## src/rtl/uart_baud_pkg.sv

```systemverilog
package uart_baud_pkg;

    parameter int CFG_W  = 8;
    parameter int PSEL_W = 2;
    parameter int RSEL_W = 3;
    parameter int PSEL_LSB = 4;
    parameter int RSEL_LSB = 0;

    localparam int MAX_SHIFT = (1 << RSEL_W) - 1;
    localparam int CNT_W = (MAX_SHIFT > 8) ? MAX_SHIFT : 8;

    localparam logic [CFG_W-1:0] CFG_WR_MASK =
        CFG_W'(((1 << PSEL_W) - 1) << PSEL_LSB) |
        CFG_W'(((1 << RSEL_W) - 1) << RSEL_LSB);

    typedef enum logic {
        CTRL_LOAD = 1'b0,
        CTRL_RUN  = 1'b1
    } ctrl_state_t;

    function automatic logic [CNT_W-1:0] prescale_div(input logic [PSEL_W-1:0] code);
        logic [CNT_W-1:0] d;
        unique case (code)
            2'd0:    d = CNT_W'(1);
            2'd1:    d = CNT_W'(3);
            2'd2:    d = CNT_W'(4);
            default: d = CNT_W'(13);
        endcase
        return d;
    endfunction

endpackage

```

## src/rtl/uart_baud_divstage.sv

```systemverilog
module uart_baud_divstage #(
    parameter int CNT_W = 8
) (
    input  logic             clk,
    input  logic             rst_n,
    input  logic             load,
    input  logic             en_in,
    input  logic [CNT_W-1:0] load_val,
    output logic             en_out
);
    logic [CNT_W-1:0] cnt;

    assign en_out = en_in && (cnt == '0);

    always_ff @(posedge clk) begin
        if (!rst_n) begin
            cnt <= '0;
        end else if (load) begin
            cnt <= load_val;
        end else if (en_in) begin
            if (cnt == '0) cnt <= load_val;
            else           cnt <= cnt - 1'b1;
        end
    end

    // a load places the stage at its terminal value
    assert_stage_loaded_R7: assert property (@(posedge clk) disable iff (!rst_n)
        load |=> (cnt == $past(load_val)));

    // a running counter never exceeds its reload value
    assert_stage_in_range_R3: assert property (@(posedge clk) disable iff (!rst_n)
        (!load && !$past(load)) |-> (cnt <= load_val));
endmodule

```

## src/rtl/uart_baud_ctrl.sv

```systemverilog
module uart_baud_ctrl
    import uart_baud_pkg::*;
(
    input  logic             clk,
    input  logic             rst_n,
    input  logic             wr_en,
    input  logic [CFG_W-1:0] wr_data,
    output logic [CFG_W-1:0] cfg,
    output logic             load,
    output logic             run
);
    ctrl_state_t state, state_nx;

    always_comb begin
        state_nx = state;
        unique case (state)
            CTRL_LOAD: state_nx = wr_en ? CTRL_LOAD : CTRL_RUN;
            CTRL_RUN:  state_nx = wr_en ? CTRL_LOAD : CTRL_RUN;
            default:   state_nx = CTRL_LOAD;
        endcase
    end

    always_ff @(posedge clk) begin
        if (!rst_n) state <= CTRL_LOAD;
        else        state <= state_nx;
    end

    always_comb begin
        load = 1'b0;
        run  = 1'b0;
        unique case (state)
            CTRL_LOAD: load = 1'b1;
            CTRL_RUN:  run  = 1'b1;
            default:   load = 1'b1;
        endcase
    end

    always_ff @(posedge clk) begin
        if (!rst_n)     cfg <= '0;
        else if (wr_en) cfg <= wr_data & CFG_WR_MASK;
    end

    // writes land one edge later with unimplemented bits dropped
    assert_cfg_written_R5: assert property (@(posedge clk) disable iff (!rst_n)
        wr_en |=> (cfg == ($past(wr_data) & CFG_WR_MASK)));

    // any write sends the controller into the load state
    assert_write_reloads_R7: assert property (@(posedge clk) disable iff (!rst_n)
        wr_en |=> load);

    // load never lasts past a cycle without a write
    assert_load_leaves_R7: assert property (@(posedge clk) disable iff (!rst_n)
        (load && !wr_en) |=> run);
endmodule

```

## src/rtl/uart_baud_gen.sv

```systemverilog
module uart_baud_gen
    import uart_baud_pkg::*;
#(
    parameter int SUB_DIV = 4,
    parameter int OVS_DIV = 16
) (
    input  logic       clk,
    input  logic       rst_n,
    input  logic       wr_en,
    input  logic [7:0] wr_data,
    output logic [7:0] rd_data,
    output logic       rx_tick,
    output logic       tx_tick
);
    localparam int NSTAGE = 4;

    logic [CFG_W-1:0]  cfg;
    logic              load, run;
    logic [PSEL_W-1:0] psel;
    logic [RSEL_W-1:0] rsel;
    logic [CNT_W-1:0]  reload [NSTAGE];
    logic [NSTAGE:0]   en;
    logic              rx_q, tx_q;

    uart_baud_ctrl u_ctrl (
        .clk     (clk),
        .rst_n   (rst_n),
        .wr_en   (wr_en),
        .wr_data (wr_data),
        .cfg     (cfg),
        .load    (load),
        .run     (run)
    );

    assign psel = cfg[PSEL_LSB +: PSEL_W];
    assign rsel = cfg[RSEL_LSB +: RSEL_W];

    assign reload[0] = prescale_div(psel) - 1'b1;
    assign reload[1] = (CNT_W'(1) << rsel) - 1'b1;
    assign reload[2] = CNT_W'(SUB_DIV - 1);
    assign reload[3] = CNT_W'(OVS_DIV - 1);

    assign en[0] = run;

    for (genvar i = 0; i < NSTAGE; i++) begin : g_stage
        uart_baud_divstage #(.CNT_W(CNT_W)) u_stage (
            .clk      (clk),
            .rst_n    (rst_n),
            .load     (load),
            .en_in    (en[i]),
            .load_val (reload[i]),
            .en_out   (en[i+1])
        );
    end

    always_ff @(posedge clk) begin
        if (!rst_n) begin
            rx_q <= 1'b0;
            tx_q <= 1'b0;
        end else begin
            rx_q <= en[NSTAGE-1] && !wr_en;
            tx_q <= en[NSTAGE]   && !wr_en;
        end
    end

    assign rx_tick = rx_q;
    assign tx_tick = tx_q;
    assign rd_data = cfg;

    // enables are single-cycle pulses
    assert_rx_single_R8: assert property (@(posedge clk) disable iff (!rst_n)
        rx_tick |=> !rx_tick);
    assert_tx_single_R8: assert property (@(posedge clk) disable iff (!rst_n)
        tx_tick |=> !tx_tick);

    // bit-rate enable always lines up with a sample enable
    assert_tx_on_rx_R4: assert property (@(posedge clk) disable iff (!rst_n)
        tx_tick |-> rx_tick);

    // no enable right after a write
    assert_no_runt_R7: assert property (@(posedge clk) disable iff (!rst_n)
        wr_en |=> (!rx_tick && !tx_tick));

    // unimplemented bits read zero
    assert_rsvd_zero_R5: assert property (@(posedge clk) disable iff (!rst_n)
        (rd_data & ~CFG_WR_MASK) == '0);
endmodule

```

## config.mk

```make
export PLATFORM = sky130hd
export DESIGN_NAME = uart_baud_gen
export DESIGN_NICKNAME = d
export VERILOG_FILES = /design/src/rtl/uart_baud_pkg.sv /design/src/rtl/uart_baud_divstage.sv /design/src/rtl/uart_baud_ctrl.sv /design/src/rtl/uart_baud_gen.sv
export SDC_FILE = /design/constraint.sdc
export NUM_CORES = 1
export LEC_CHECK = 0
export BUFFER_PORTS_ARGS = -buffer_cell sky130_fd_sc_hd__buf_2
export CORE_UTILIZATION = 55
export CTS_BUF_LIST = sky130_fd_sc_hd__clkbuf_4
export DETAILED_ROUTE_END_ITERATION = 12
export PLACE_DENSITY = 0.84
export SLEW_MARGIN = 20
export SYNTH_ARGS = -nofsm -noshare
export SYNTH_HDL_FRONTEND = slang
export SYNTH_SLANG_ARGS = --single-unit
```

## constraint.sdc

```tcl
create_clock -name clk -period 1.8 [get_ports clk]
set_input_delay 0.18 -clock clk [delete_from_list [all_inputs] [get_ports clk]]
set_output_delay 0.18 -clock clk [all_outputs]
set_load 0.01 [all_outputs]
```

==> metrics.md <==
| Metric | Value |
|---|---|
| Outcome | `finished with violations` |
| Violated checks | `setup timing` |
| NumNets Final | `approximately 330` |
| Final setup vio count | `2` |
| Die Span X | `roughly 66 um` |
| CP startpoint | `g_stage[1].u_stage.cnt[1]` |
| Clock buffers created by TritonCTS | `5` |
| HP Start | `wr_data[1]` |
| Placed cell count | `341` |
| Total GRT Usage | `between 20% and 30%` |
| Antenna diode count | `0` |
| Critical Path Start Type | `flop` |
| TNS Setup | `-0.0276 ns` |
| DRC violations left | `0` |
| Share of the cycle needed by the critical path after routing | `101%` |
| Slew Limit Headroom | `63.9%` |
| Kind of cell adding the most delay to the critical path | `simple AND/OR/NAND/NOR gates` |
| Max stage delay on crit path | `0.40 ns` |
| Highest clock rate | `approximately 550 MHz` |
| FF+latch count, synth | `40` |
| Endpoint type of the worst setup path | `flop` |
| CTS Root Cell | `clkbuf_4` |
| Hold violation total from the final report | `0` |
| Largest voltage drop on the vdd net | `507 uV` |
| Fraction of layout cells with a size suffix above 1 | `26.5%` |
| Die Height | `65.8 um` |
| Ys flop type | `dfxtp_1` |
| Critical path class | `flop to flop` |
| Ys async rst share | `0%` |
| Iteration count of the initial detailed-routing pass | `4` |
| Number of enable-type register cells in the synthesized netlist | `0` |
| H-tree level count | `2` |
| Leakage dissipation | `1.17 nW` |
| TritonCTS clock tree | `built` |
| WP data required | `slightly above 2 ns` |
| Final cell count without fillers | `357` |
| Startpoint of the most critical register-to-register path | `g_stage[1].u_stage.cnt[1]` |
| Post-route worst setup slack | `-0.0138 ns` |
| Total number of clock tree sinks | `40` |
| Post-synthesis instance area | `2240 sq um` |
| Drt total wl | `roughly 5000 um` |
| Latest clock arrival within the worst-skew pair | `~0.34 ns` |
| Buffers on Ports | `14` |
| Sequential share of the synthesized area | `35.7%` |
| Filler instances | `295` |
| Critical Path Stages | `7` |
| Hold bufs inserted after CTS | `0` |
| Die Footprint | `around 4300 sq um` |
| Hold EP | `u_ctrl.cfg[1]` |
| Tightest Pin Transition | `0.540 ns` |
| Initial Utilization | `between 50% and 60%` |
| Number of violations reported at the end of detailed-routing iteration 0 | `132` |
| Worst Reg-to-Reg Cells | `7` |
| Dpl hpwl | `3590 um` |
| End of the worst register-to-register path | `g_stage[3].u_stage.cnt[5]` |
| Number of antenna violations at the first check in global routing | `0` |
| Crit path max fanout | `5` |
| Via count of the first global-routing pass | `1882` |
| Final standard cell utilization of the core | `between 70% and 80%` |
| Final weighted congestion of routability-driven global placement | `0.850` |
| Number of nets still failing antenna checks after routing | `0` |
| Setup repair after global routing missed its margin | `yes` |
| Max-slew violation count | `0` |
| Flop-to-flop setup slack | `-0.01 ns` |
| Synthesized area divided by synthesized cell count | `about 8.5 sq um` |
| Cells along the critical path | `inv_2 -> ha_4 -> nor4b_4 -> and4_4 -> nand2b_4 -> or4_1 -> a21oi_1` |
| I/O pin total | `21` |
| Clock tree buffer depth | `2` |
| Number of buffer and inverter instances along the worst setup path | `1` |
| Largest net degree at the start of global routing | `23` |
| Placeable core region | `3770 sq um` |
| Wire length of the first global-routing pass | `slightly below 8000 um` |
| Area overhead of the layout relative to synthesis | `21.4%` |
| Synthesized instance count | `265` |
| Max Clock Skew | `about 0.004 ns` |
| Min-Delay Path Class | `primary input to flop` |
| Cell depth of the worst min-delay path | `3` |
| Area of placed instances | `approximately 2500 sq um` |
| Gr ovfl total | `0` |
| Maximum Capacitance Violations | `0` |
| Clock transition at the registers of the reported paths | `0.12 ns` |
| Cell Pwr Density | `between 800 and 900 nW/um^2` |
| Worst path slowest cell | `or4_1` |
| Final instance area | `2720 sq um` |
| Library cells used by synthesis | `55` |
| Average detailed-routed wire length per instance | `about 14 um` |
| Time the final worst path needs with I/O delays and setup | `1.81 ns` |
| Num rows | `22` |
| Vias per std cell | `approximately 5.7` |
| Synth warn | `0` |
| Signal arrival time at the worst endpoint | `2.09 ns` |
| Via count | `2037` |
==> worst register-to-register path, stage by stage, from the launching register on <==
cell and delay (ns):
dfxtp_2 0.34, inv_2 0.07, ha_4 0.14, nor4b_4 0.26
and4_4 0.33, nand2b_4 0.08, or4_1 0.40, a21oi_1 0.12
==> layout make-up <==
cell class	instances	area, sq um	share of cell area [%]
inverters	13	48.8	1.79
clock buffers	5	37.5	1.38
clock inverters	3	37.5	1.38
well taps	48	60.1	2.21
repair buffers	48	330	12.1
flip-flops and latches	40	805	29.6
multi-input cells	200	1400	51.5
==> layer usage <==
layer / wire (um) / track usage [%] / vias to the layer above
met4: 53 / 5.71 / 0
met3: 161 / 5.69 / 7
met1: 2180 / 26.8 / 965
met2: 2570 / 44.9 / 48
li1: - / - / 1017
met5: 0 / 0 / -
==> state kept, by name, indices dropped and copies added, names as in the netlist <==
| register | cells |
|---|---|
| rx_tick | 1 |
| tx_tick | 1 |
| u_ctrl.cfg | 5 |
| g_stage.u_stage.cnt | 32 |
| u_ctrl.state | 1 |
==> report_power, final <==
| part | leakage [nW] | internal [mW] | switching (mW) |
|---|---|---|---|
| Combinational | 0.806 | 0.359 | 0.374 |
| Clock | 0.0403 | 0.284 | 0.296 |
| Sequential | 0.328 | 0.937 | 0.0531 |
| Total | 1.17 | 1.58 | 0.723 |
==> how the worst max path moves through the flow <==
| stage | to | slack (ns) |
|---|---|---|
| after floorplan | g_stage[3].u_stage.cnt[0] | 0.0007 |
| after global placement | g_stage[0].u_stage.cnt[4] | 0.03 |
| after detailed placement | g_stage[3].u_stage.cnt[1] | -0.08 |
| after CTS | g_stage[3].u_stage.cnt[5] | -0.007 |
| after global routing | g_stage[2].u_stage.cnt[4] | -0.11 |
| final | g_stage[3].u_stage.cnt[5] | -0.01 |
==> cells in the final DEF (no fill, tap or decap), types with 2 or more instances in the layout <==
cell type,n
dfxtp_2,3
inv_1,10
a31oi_1,3
buf_6,2
o311a_1,3
nor4_4,2
nand2_1,28
conb_1,3
o31ai_1,2
nand2b_1,2
o21ai_0,9
nand3_1,12
xor2_1,7
xnor2_1,2
nand4_1,4
or4_1,2
a21oi_2,3
nor2_1,23
nor2b_1,6
or3_1,4
inv_2,2
buf_4,31
ha_1,10
nand3b_1,2
dfxtp_1,37
buf_2,15
o22ai_1,5
clkbuf_4,5
a21boi_0,2
nor3_1,10
mux2i_1,8
o21a_1,3
a21bo_2,2
o211a_1,2
nand3_2,2
a21oi_1,11
nand4b_1,2
clkinv_1,3
==> what timing repair did <==
item	CTS	global route
pin swaps	2	9
endpoints found under the hold margin	0	0
cloned	0	1
resized for setup	7	10
setup endpoints to repair	11	19
buffers inserted	3	4
==> per-stage QoR <==
step           total power, mW  hold slack [ns]  worst slack, ns
6_report                  2.30           0.0895          -0.0138
5_1_grt                   2.43           0.0702           -0.114
4_1_cts                   2.27           0.0793         -0.00657
3_5_place_dp              1.67            0.448          -0.0799
3_3_place_gp              1.64            0.434           0.0304
2_1_floorplan             1.45            0.350         0.000657
==> Yosys cell counts (7+ instances only) <==
cell	n	area [sq um]
a21oi_1	14	70.1
clkbuf_1	7	26.3
dfxtp_1	40	801
ha_1	12	150
inv_1	12	45.0
mux2i_1	8	80.1
nand2_1	28	105
nand3_1	13	65.1
nor2_1	24	90.1
nor2b_1	7	43.8
nor3_1	10	50.1
o21ai_0	9	45.0
xor2_1	7	61.3
==> cells by family after synthesis <==
logic type,after synthesis,synth area share [%]
other,1,0.167
multiplexers,8,3.57
XOR/XNOR,9,3.52
AO/OA/AOI/OAI,53,15.6
buffers and inverters,27,5.53
adder cells (fa/ha/maj),12,6.70
AND/OR/NAND/NOR,115,29.1
flip-flops,40,35.7
(Power assumes the default switching activity.)
